File: config.mk
export PLATFORM = sky130hd
export DESIGN_NAME = clkgen_pd_seq
export DESIGN_NICKNAME = d
export VERILOG_FILES = /design/src/rtl/clkgen_pd_pkg.sv /design/src/rtl/clkgen_pd_sync.sv /design/src/rtl/clkgen_pd_gate.sv /design/src/rtl/clkgen_pd_refdiv.sv /design/src/rtl/clkgen_pd_fsm.sv /design/src/rtl/clkgen_pd_seq.sv
export SDC_FILE = /design/constraint.sdc
export NUM_CORES = 1
export LEC_CHECK = 0
export ABC_AREA = 1
export BUFFER_PORTS_ARGS = -buffer_cell sky130_fd_sc_hd__buf_2
export CAP_MARGIN = 20
export CORE_UTILIZATION = 54
export DETAILED_ROUTE_END_ITERATION = 8
export PLACE_DENSITY_LB_ADDON = 0.3
export SYNTH_ARGS = -nofsm -noshare
export SYNTH_HDL_FRONTEND = slang
export SYNTH_HIERARCHICAL = 1
export SYNTH_SLANG_ARGS = --single-unit
export TNS_END_PERCENT = 1
File: constraint.sdc
create_clock -name clk -period 1.48 [get_ports clk]
set_input_delay 0.37 -clock clk [delete_from_list [all_inputs] [get_ports clk]]
set_output_delay 0.37 -clock clk [all_outputs]
set_load 0.02 [all_outputs]
File: src/rtl/clkgen_pd_pkg.sv
package clkgen_pd_pkg;

  typedef enum logic [2:0] {
    ST_RUN,
    ST_PARK,
    ST_OSC_OFF,
    ST_WAKE,
    ST_SETTLE
  } pd_state_e;

  localparam int unsigned N_GROUPS = 3;
  localparam int unsigned N_STOPS  = 2;

endpackage

File: src/rtl/clkgen_pd_sync.sv
module clkgen_pd_sync #(
  parameter int unsigned W = 1,
  parameter logic [W-1:0] RST_VAL = '0
) (
  input  logic         clk,
  input  logic         rst,
  input  logic [W-1:0] d_i,
  output logic [W-1:0] q_o
);

  logic [W-1:0] meta_q;
  logic [W-1:0] sync_q;

  always_ff @(posedge clk) begin
    if (rst) begin
      meta_q <= RST_VAL;
      sync_q <= RST_VAL;
    end else begin
      meta_q <= d_i;
      sync_q <= meta_q;
    end
  end

  assign q_o = sync_q;

endmodule

File: src/rtl/clkgen_pd_gate.sv
// Divides the control clock by 2*HALF and gates the result so that it can
// only start at a rising half and only stop after a falling half.
module clkgen_pd_gate #(
  parameter int unsigned HALF = 1
) (
  input  logic clk,
  input  logic rst,
  input  logic en_i,
  output logic clk_o,
  output logic parked_o
);

  localparam int unsigned CW = (HALF > 1) ? $clog2(HALF) : 1;
  localparam logic [CW-1:0] LAST = CW'(HALF - 1);

  logic [CW-1:0] cnt_q;
  logic          phase_q;
  logic          run_q;
  logic          out_q;

  always_ff @(posedge clk) begin
    if (rst) begin
      cnt_q   <= '0;
      phase_q <= 1'b0;
      run_q   <= 1'b0;
      out_q   <= 1'b0;
    end else if (cnt_q == LAST) begin
      cnt_q   <= '0;
      phase_q <= ~phase_q;
      if (!phase_q) begin
        // start of a cycle: decide whether this cycle is driven
        run_q <= en_i;
        out_q <= en_i;
      end else begin
        out_q <= 1'b0;
      end
    end else begin
      cnt_q <= cnt_q + 1'b1;
    end
  end

  assign clk_o    = out_q;
  assign parked_o = ~run_q;

endmodule

File: src/rtl/clkgen_pd_refdiv.sv
// Reference-rate clock; runs only while the oscillator enable is high.
module clkgen_pd_refdiv #(
  parameter int unsigned REF_HALF = 2
) (
  input  logic clk,
  input  logic rst,
  input  logic osc_en_i,
  output logic ref_o,
  output logic tick_o
);

  localparam int unsigned CW = (REF_HALF > 1) ? $clog2(REF_HALF) : 1;
  localparam logic [CW-1:0] LAST = CW'(REF_HALF - 1);

  logic [CW-1:0] cnt_q;
  logic          ref_q;

  always_ff @(posedge clk) begin
    if (rst || !osc_en_i) begin
      cnt_q <= '0;
      ref_q <= 1'b0;
    end else if (cnt_q == LAST) begin
      cnt_q <= '0;
      ref_q <= ~ref_q;
    end else begin
      cnt_q <= cnt_q + 1'b1;
    end
  end

  assign ref_o  = ref_q;
  assign tick_o = osc_en_i & ~ref_q & (cnt_q == LAST);

endmodule

File: src/rtl/clkgen_pd_fsm.sv
module clkgen_pd_fsm
  import clkgen_pd_pkg::*;
#(
  parameter int unsigned SETTLE_TICKS = 4096
) (
  input  logic clk,
  input  logic rst,
  input  logic pd_req_i,
  input  logic all_parked_i,
  input  logic ref_tick_i,
  output logic hold_o,
  output logic osc_en_o,
  output logic pll_en_o
);

  localparam int unsigned SW = $clog2(SETTLE_TICKS + 1);
  localparam logic [SW-1:0] SETTLE_LAST = SW'(SETTLE_TICKS - 1);

  pd_state_e     st_q, st_nxt;
  logic [SW-1:0] cnt_q, cnt_nxt;
  logic          hold_q, osc_q, pll_q;

  always_comb begin
    st_nxt  = st_q;
    cnt_nxt = cnt_q;
    case (st_q)
      ST_RUN:     if (pd_req_i) st_nxt = ST_PARK;
      ST_PARK:    if (all_parked_i) st_nxt = ST_OSC_OFF;
      ST_OSC_OFF: if (!pd_req_i) st_nxt = ST_WAKE;
      ST_WAKE: begin
        if (pd_req_i) begin
          st_nxt = ST_OSC_OFF;
        end else if (ref_tick_i) begin
          st_nxt  = ST_SETTLE;
          cnt_nxt = '0;
        end
      end
      ST_SETTLE: begin
        if (pd_req_i) begin
          st_nxt = ST_OSC_OFF;
        end else if (ref_tick_i) begin
          if (cnt_q == SETTLE_LAST) st_nxt = ST_RUN;
          else cnt_nxt = cnt_q + 1'b1;
        end
      end
      default: st_nxt = ST_RUN;
    endcase
  end

  always_ff @(posedge clk) begin
    if (rst) begin
      st_q   <= ST_RUN;
      cnt_q  <= '0;
      hold_q <= 1'b0;
      osc_q  <= 1'b1;
      pll_q  <= 1'b1;
    end else begin
      st_q   <= st_nxt;
      cnt_q  <= cnt_nxt;
      hold_q <= (st_nxt != ST_RUN);
      osc_q  <= (st_nxt != ST_OSC_OFF);
      pll_q  <= (st_nxt == ST_RUN) || (st_nxt == ST_PARK) || (st_nxt == ST_SETTLE);
    end
  end

  assign hold_o   = hold_q;
  assign osc_en_o = osc_q;
  assign pll_en_o = pll_q;

endmodule

File: src/rtl/clkgen_pd_seq.sv
module clkgen_pd_seq
  import clkgen_pd_pkg::*;
#(
  parameter int unsigned FAST_HALF    = 1,
  parameter int unsigned BUS_HALF     = 3,
  parameter int unsigned REF_HALF     = 2,
  parameter int unsigned SETTLE_TICKS = 4096
) (
  input  logic       clk,
  input  logic       rst,
  input  logic       pd_n_i,
  input  logic [1:0] stop_n_i,
  output logic       fast_clk_o,
  output logic       bus_clk_o,
  output logic       bus_free_clk_o,
  output logic       ref_clk_o,
  output logic       osc_en_o,
  output logic       pll_en_o
);

  logic                pd_n_s;
  logic [N_STOPS-1:0]  stop_n_s;
  logic [N_GROUPS-1:0] grp_en;
  logic [N_GROUPS-1:0] grp_clk;
  logic [N_GROUPS-1:0] grp_parked;
  logic                outs_hold;
  logic                ref_tick;
  logic                osc_en;

  clkgen_pd_sync #(.W(1), .RST_VAL(1'b1)) u_pd_sync (
    .clk(clk), .rst(rst), .d_i(pd_n_i), .q_o(pd_n_s)
  );

  clkgen_pd_sync #(.W(N_STOPS), .RST_VAL({N_STOPS{1'b1}})) u_stop_sync (
    .clk(clk), .rst(rst), .d_i(stop_n_i), .q_o(stop_n_s)
  );

  clkgen_pd_fsm #(.SETTLE_TICKS(SETTLE_TICKS)) u_fsm (
    .clk(clk),
    .rst(rst),
    .pd_req_i(~pd_n_s),
    .all_parked_i(&grp_parked),
    .ref_tick_i(ref_tick),
    .hold_o(outs_hold),
    .osc_en_o(osc_en),
    .pll_en_o(pll_en_o)
  );

  clkgen_pd_refdiv #(.REF_HALF(REF_HALF)) u_ref (
    .clk(clk), .rst(rst), .osc_en_i(osc_en), .ref_o(ref_clk_o), .tick_o(ref_tick)
  );

  for (genvar g = 0; g < N_GROUPS; g++) begin : g_grp
    localparam int unsigned H = (g == 0) ? FAST_HALF : BUS_HALF;
    if (g < N_STOPS) begin : g_stoppable
      assign grp_en[g] = ~outs_hold & stop_n_s[g];
    end else begin : g_free
      assign grp_en[g] = ~outs_hold;
    end
    clkgen_pd_gate #(.HALF(H)) u_gate (
      .clk(clk), .rst(rst), .en_i(grp_en[g]),
      .clk_o(grp_clk[g]), .parked_o(grp_parked[g])
    );
  end

  assign fast_clk_o     = grp_clk[0];
  assign bus_clk_o      = grp_clk[1];
  assign bus_free_clk_o = grp_clk[2];
  assign osc_en_o       = osc_en;

endmodule

After elaboration in Yosys (flattened, before gate mapping):

Index checks and enable logic that the tools add are counted.

* add/sub/neg operators: 5
* equality and inequality tests: 15
* mux-type cells: 18
* bitwise operators: 13
* reduce and logical (&&, ||, !) cells: 17

Operators by type and width (number)
* 13-bit two-way mux: 5
* 13-bit case mux with 2 select lines: 1
* 3-bit two-way mux: 8
* 3-bit case mux with 5 select lines: 1
* 13-bit by 1-bit adder with 13-bit output, second input constant: 1
* 13-bit by 12-bit == test with 1-bit output, second input constant: 1
* 2-bit inequality test, second input constant: 5
* 1-bit NOT: 9
* 2-bit OR reduction: 4
* 3-bit by 1-bit == test with 1-bit output, second input constant: 2
* 3-bit by 2-bit == test with 1-bit output, second input constant: 2
* 3-bit == test, second input constant: 2
* 3-bit logical NOT: 2
* 2-bit AND reduction: 3
* 6-bit AND reduction: 1
* 2-bit by 1-bit adder with 2-bit output, second input constant: 2
* 1-bit bitwise AND: 4
* 2-bit == test, second input constant: 2
* 1-bit logical OR: 3
* 1-bit two-way mux: 3
* 3-bit by 2-bit inequality test with 1-bit output, second input constant: 1
* 3-bit AND reduction: 1
* 3-bit nonzero test: 1
* 1-bit adder, second input constant: 2
* other kinds (2): 2

* register bits: 41
* bits of input ports: 5
* output and inout port bits: 6
* word-level logic and storage cells: 91

Longest topological paths before layout:

* depth after elaboration: 9
* mapped depth: 11
* gate-level depth less buffers: 11

Cells and area by module:

The synthesis kept the hierarchy.

Modules (own cells, without submodules)
* clkgen_pd_fsm: times used 1, cells an instance 189, area an instance 1146.1 µm², sequential area each 380.4 µm²
* clkgen_pd_gate (g_grp[1].u_gate ...): times used 2, cells an instance 26, area an instance 188.9 µm², sequential area each 100.1 µm²
* clkgen_pd_gate (g_grp[0].u_gate): times used 1, cells an instance 14, area an instance 126.4 µm², sequential area each 80.1 µm²
* clkgen_pd_sync (u_stop_sync): times used 1, cells an instance 13, area an instance 116.4 µm², sequential area each 80.1 µm²
* clkgen_pd_refdiv: times used 1, cells an instance 12, area an instance 82.6 µm², sequential area each 40.0 µm²
* clkgen_pd_sync (u_pd_sync): times used 1, cells an instance 7, area an instance 58.8 µm², sequential area each 40.0 µm²
* clkgen_pd_seq: times used 1, cells an instance 9, area an instance 36.3 µm², sequential area each 0.0 µm²

Worst setup path before layout:

Ideal clock, no wire load.

* path kind: reg-to-reg
* start: register u_fsm.cnt_q[0]
* end: register u_fsm.cnt_q[12]
* library setup time: 0.129 ns
* data arrival time: 1.467 ns
* required time: 1.351 ns
* slack: -0.116 ns
* stages on the path, launching flop included: 12
* path buffers: 1
* period minus slack after synthesis: 1.596 ns
* cell sequence: dfxtp_1 ha_1 nand2_1 nor2_1 nand2_1 clkinv_1 nand3_1 nand2_1 buf_4 nor2_1 nor2_1 nor2_1

* longest elaborated chain between the ends: 5
* elaborated cells on any way between the ends: 8
* those cells by class: add/sub: 1; eq/ne: 2; mux: 4; reduce/logical: 1

RTL lines
* start, declared: line clkgen_pd_fsm.sv:20 `logic [SW-1:0] cnt_q, cnt_nxt;`
* start signal, assigned: line clkgen_pd_fsm.sv:59 `cnt_q <= cnt_nxt;`
* 13-bit by 1-bit adder with 13-bit output: line clkgen_pd_fsm.sv:43 `else cnt_nxt = cnt_q + 1'b1;`
* 13-bit two-way mux: line clkgen_pd_fsm.sv:42 `if (cnt_q == SETTLE_LAST) st_nxt = ST_RUN;`
* 13-bit two-way mux: line clkgen_pd_fsm.sv:41 `end else if (ref_tick_i) begin`
* 13-bit two-way mux: line clkgen_pd_fsm.sv:39 `if (pd_req_i) begin`
* 13-bit case mux with 2 select lines: line clkgen_pd_fsm.sv:26 `case (st_q)`

Parallel ways exist; a longest one is shown, timed or not. The select of a mux whose other input is x is not followed.
A chain may end at the register's enable or synchronous reset.

Worst setup path after layout:

* start: register u_fsm.cnt_q[0]
* end: register u_fsm.cnt_q[3]

The elaborated chain is that of the path after synthesis.

==> run metrics <==
Worst Hold Depth 3; Post-Route WL 4.209 mm; Max clock buf depth 2; dpl cells between 300 and 400; clock skew 11.65 ps; port bufs 10; Sink Count 41; Vias 1896; CP Data Required Time 1780 ps; H-tree depth 2; setup ws final -26.42 ps; flop2flop setup slack -30 ps; Hold/Removal Path Class in -> reg; largest net degree at the start of global routing 16; startpoint types flip-flop; crit path to u_fsm/cnt_q[3]; GRT overflow 0; drt drc 0; net switching power 635.0 uW; CP startpoint u_fsm/cnt_q[0]; RePlAce Congestion 0.8631; vias in the first global route 1514; period utilization 1.018; total power 2320 uW; CP arrival between 1500 and 2000 ps; cts hold-fix bufs 0; clock latency at the later pin of the worst-skew pair 360 ps; global-route wire length before repair 6.265 mm; I/O pin total 11; Critical Path Sink Type flip-flop; Synth cell types 25; CTS tree built; Filler cells 288; area added between synthesis and finish 24.26%; row count 21; Worst-path clk slew 130 ps; die area 3845 sq um; f_max 663.8 MHz; violated checks negative setup slack; Final setup viols 7; DR pass1 iterations 4; Die Wd 62.01 um; die height just over 60 um; combinational share of power 0.146; GR Util All Layers 0.2257; #FFs+latches synth 41; part of the Yosys area used for sequential elements 0.4221; Finished Core Util 0.7128; DR vias/cell 4.925; Synth Area per Inst 6.569 sq um; PwrDens a little under 1000 nW/um^2; layout cells sized above 1 0.2301; Post-synth EDFFs 0; Num CTS Buffers 5; RSZ-0062 raised after global routing yes; Antenna diodes 0; WS Path Type reg -> reg; worst vdd ir 866.6 uV; Initial Utilization 0.5736; nets 346; origin of the critical flop-to-flop path u_fsm/cnt_q[0]; Slew Limit Fails 0; switch share 0.2737; initial antenna violation count 0; initial drt markers 161; worst r2r dst u_fsm/cnt_q[3]; pre-CTS WS -59.37 ps; Post-synth ARST share 0; status finished with violations; post-DP HPWL 2.897 mm; min cycle time layout 1506 ps; warnings from Yosys 6; Critical Path Fanout Max 8; final std cells w/o fill 385; Leak 0.001170 uW; Core ar. 3390 sq um; Netlist Area Pre-Place approximately 2000 sq um; Avg WL per Cell approximately 11 um; Seq pwr share 0.532; top_reg_cell synth dfxtp_1; Hold Vio Cnt, Final 0; Clock Tree Root clkbuf_4; Net Count, Synth about 300; cells on worst reg2reg path 10; MaxCap Viol Count 0; Routed Antenna Nets 0; P_int 1685 uW; Clk pwr share 0.322; Synth Instances approximately 300
## cells by family (layout without fill, tap and decap cells)
group / Yosys count / in the layout / synth area share
other: 1 / 1 / 0.001929
and+or+nand+nor: 167 / 168 / 0.3571
buffers and inverters: 59 / 101 / 0.1197
adders and majority gates: 3 / 3 / 0.01931
AOI/OAI and AO/OA: 22 / 22 / 0.06628
DFF: 41 / 41 / 0.4221
xor gates and xnor gates: 3 / 3 / 0.01352
## final cells by class
cell class              instances  area, sq um  area share
well taps                      46        57.56     0.02382
multi-input cells             197        985.9      0.4081
inverters                      56        210.2     0.08700
flip-flops and latches         41        824.5      0.3413
clock inverters                 3        43.79     0.01813
repair buffers                 37        256.5      0.1062
clock buffers                   5        37.54     0.01554
## Yosys cell counts, types with 2 or more instances
master	number	area, sq um
o21ai_1	2	10.01
nor2_2	2	12.51
o21ai_0	3	15.01
dfxtp_1	41	820.8
a21oi_1	14	70.07
a21oi_2	2	17.52
ha_1	3	37.54
nand4_1	6	37.54
inv_1	53	198.9
nand2_1	78	292.8
xor2_1	3	26.28
nand3_1	20	100.1
nor2_1	54	202.7
inv_2	2	7.510
nand2_2	3	18.77
## placed cells by master (no fill, tap or decap)
master | Yosys | routed
nor2_2 | 2 | 4
conb_1 | 1 | 1
a21oi_1 | 14 | 10
nand3b_1 | 1 | 1
a21oi_4 | 1 | 1
nand3_2 | 0 | 1
o21ai_2 | 0 | 1
nor3_1 | 1 | 1
or2_2 | 1 | 1
buf_6 | 1 | 1
nand3_1 | 20 | 19
clkinv_2 | 0 | 1
nor2_4 | 0 | 1
nand2_4 | 1 | 6
ha_1 | 3 | 2
inv_1 | 53 | 53
buf_4 | 1 | 26
o21ai_1 | 2 | 2
clkbuf_4 | 0 | 5
a21oi_2 | 2 | 6
o21ai_0 | 3 | 2
xor2_1 | 3 | 3
buf_2 | 0 | 10
nand2_2 | 3 | 5
dfxtp_2 | 0 | 3
nand4_1 | 6 | 6
inv_2 | 2 | 3
inv_6 | 0 | 1
ha_4 | 0 | 1
bufinv_16 | 0 | 1
nor2_1 | 54 | 51
dfxtp_1 | 41 | 38
nand2_1 | 78 | 72
## flip-flops by register name, indices dropped and copies added, names as in the netlist
| signal | cells |
|---|---|
| g_grp.u_gate/clk_o | 3 |
| g_grp.u_gate/cnt_q | 5 |
| g_grp.u_gate/phase_q | 3 |
| g_grp.u_gate/run_q | 3 |
| u_fsm/cnt_q | 13 |
| u_fsm/hold_o | 1 |
| u_fsm/osc_en_o | 1 |
| u_fsm/pll_en_o | 1 |
| u_fsm/st_q | 3 |
| u_pd_sync/meta_q | 1 |
| u_pd_sync/q_o | 1 |
| u_ref/cnt_q | 1 |
| u_ref/ref_o | 1 |
| u_stop_sync/meta_q | 2 |
| u_stop_sync/q_o | 2 |
## metal layers
metal	vias up	part of all wire	global-route usage
li1	979	-	-
met1	869	0.46	0.2813
met2	41	0.49	0.3754
met3	7	0.042	0.06832
met4	0	0.014	0.06667
met5	-	0	0
## power groups by stage
stage | clock, uW | combinational, uW | sequential (uW)
floorplan | 0 | 200 | 1280
global placement | 0 | 316 | 1250
detailed placement | 0 | 329 | 1260
CTS | 767 | 335 | 1230
global route | 809 | 392 | 1250
finish | 747 | 339 | 1230
## what timing repair did
| action | in CTS | in global routing |
|---|---|---|
| gates cloned | 0 | 1 |
| endpoints found under the hold margin | 0 | 0 |
| pin swaps | 0 | 6 |
| buffers inserted | 0 | 3 |
| gates resized for setup | 4 | 22 |
| endpoints found under the setup margin | 11 | 15 |
## metrics by stage
| stage | hold WS (ps) | cell area [sq um] | TNS (ps) |
|---|---|---|---|
| 2_1_floorplan | 386.5 | 1958 | -18.86 |
| 3_3_place_gp | 391.5 | 2223 | -90.10 |
| 3_5_place_dp | 399.2 | 2223 | -217.3 |
| 4_1_cts | 166.3 | 2317 | 0 |
| 5_1_grt | 165.0 | 2416 | -861.2 |
| 6_report | 175.2 | 2416 | -87.92 |
## worst min path at each step
| stage | start | to | slack (ps) |
|---|---|---|---|
| 4_1_cts | stop_n_i[0] | u_stop_sync/meta_q[0] | 170 |
| 2_1_floorplan | u_pd_sync/meta_q | u_pd_sync/q_o | 390 |
| 6_report | stop_n_i[0] | u_stop_sync/meta_q[0] | 180 |
| 3_3_place_gp | u_stop_sync/meta_q[1] | u_stop_sync/q_o[1] | 390 |
| 3_5_place_dp | u_stop_sync/meta_q[0] | u_stop_sync/q_o[0] | 400 |
| 5_1_grt | stop_n_i[1] | u_stop_sync/meta_q[1] | 170 |
## critical path, stage by stage, from the launching register on
cell,delay (ps)
dfxtp_2,390
ha_4,170
nand2_4,60
nor2_4,150
nand2_2,80
inv_2,80
nand3_2,60
nand2_2,100
buf_6,140
nand2_1,60
a21oi_1,150
(Power assumes the default switching activity.)
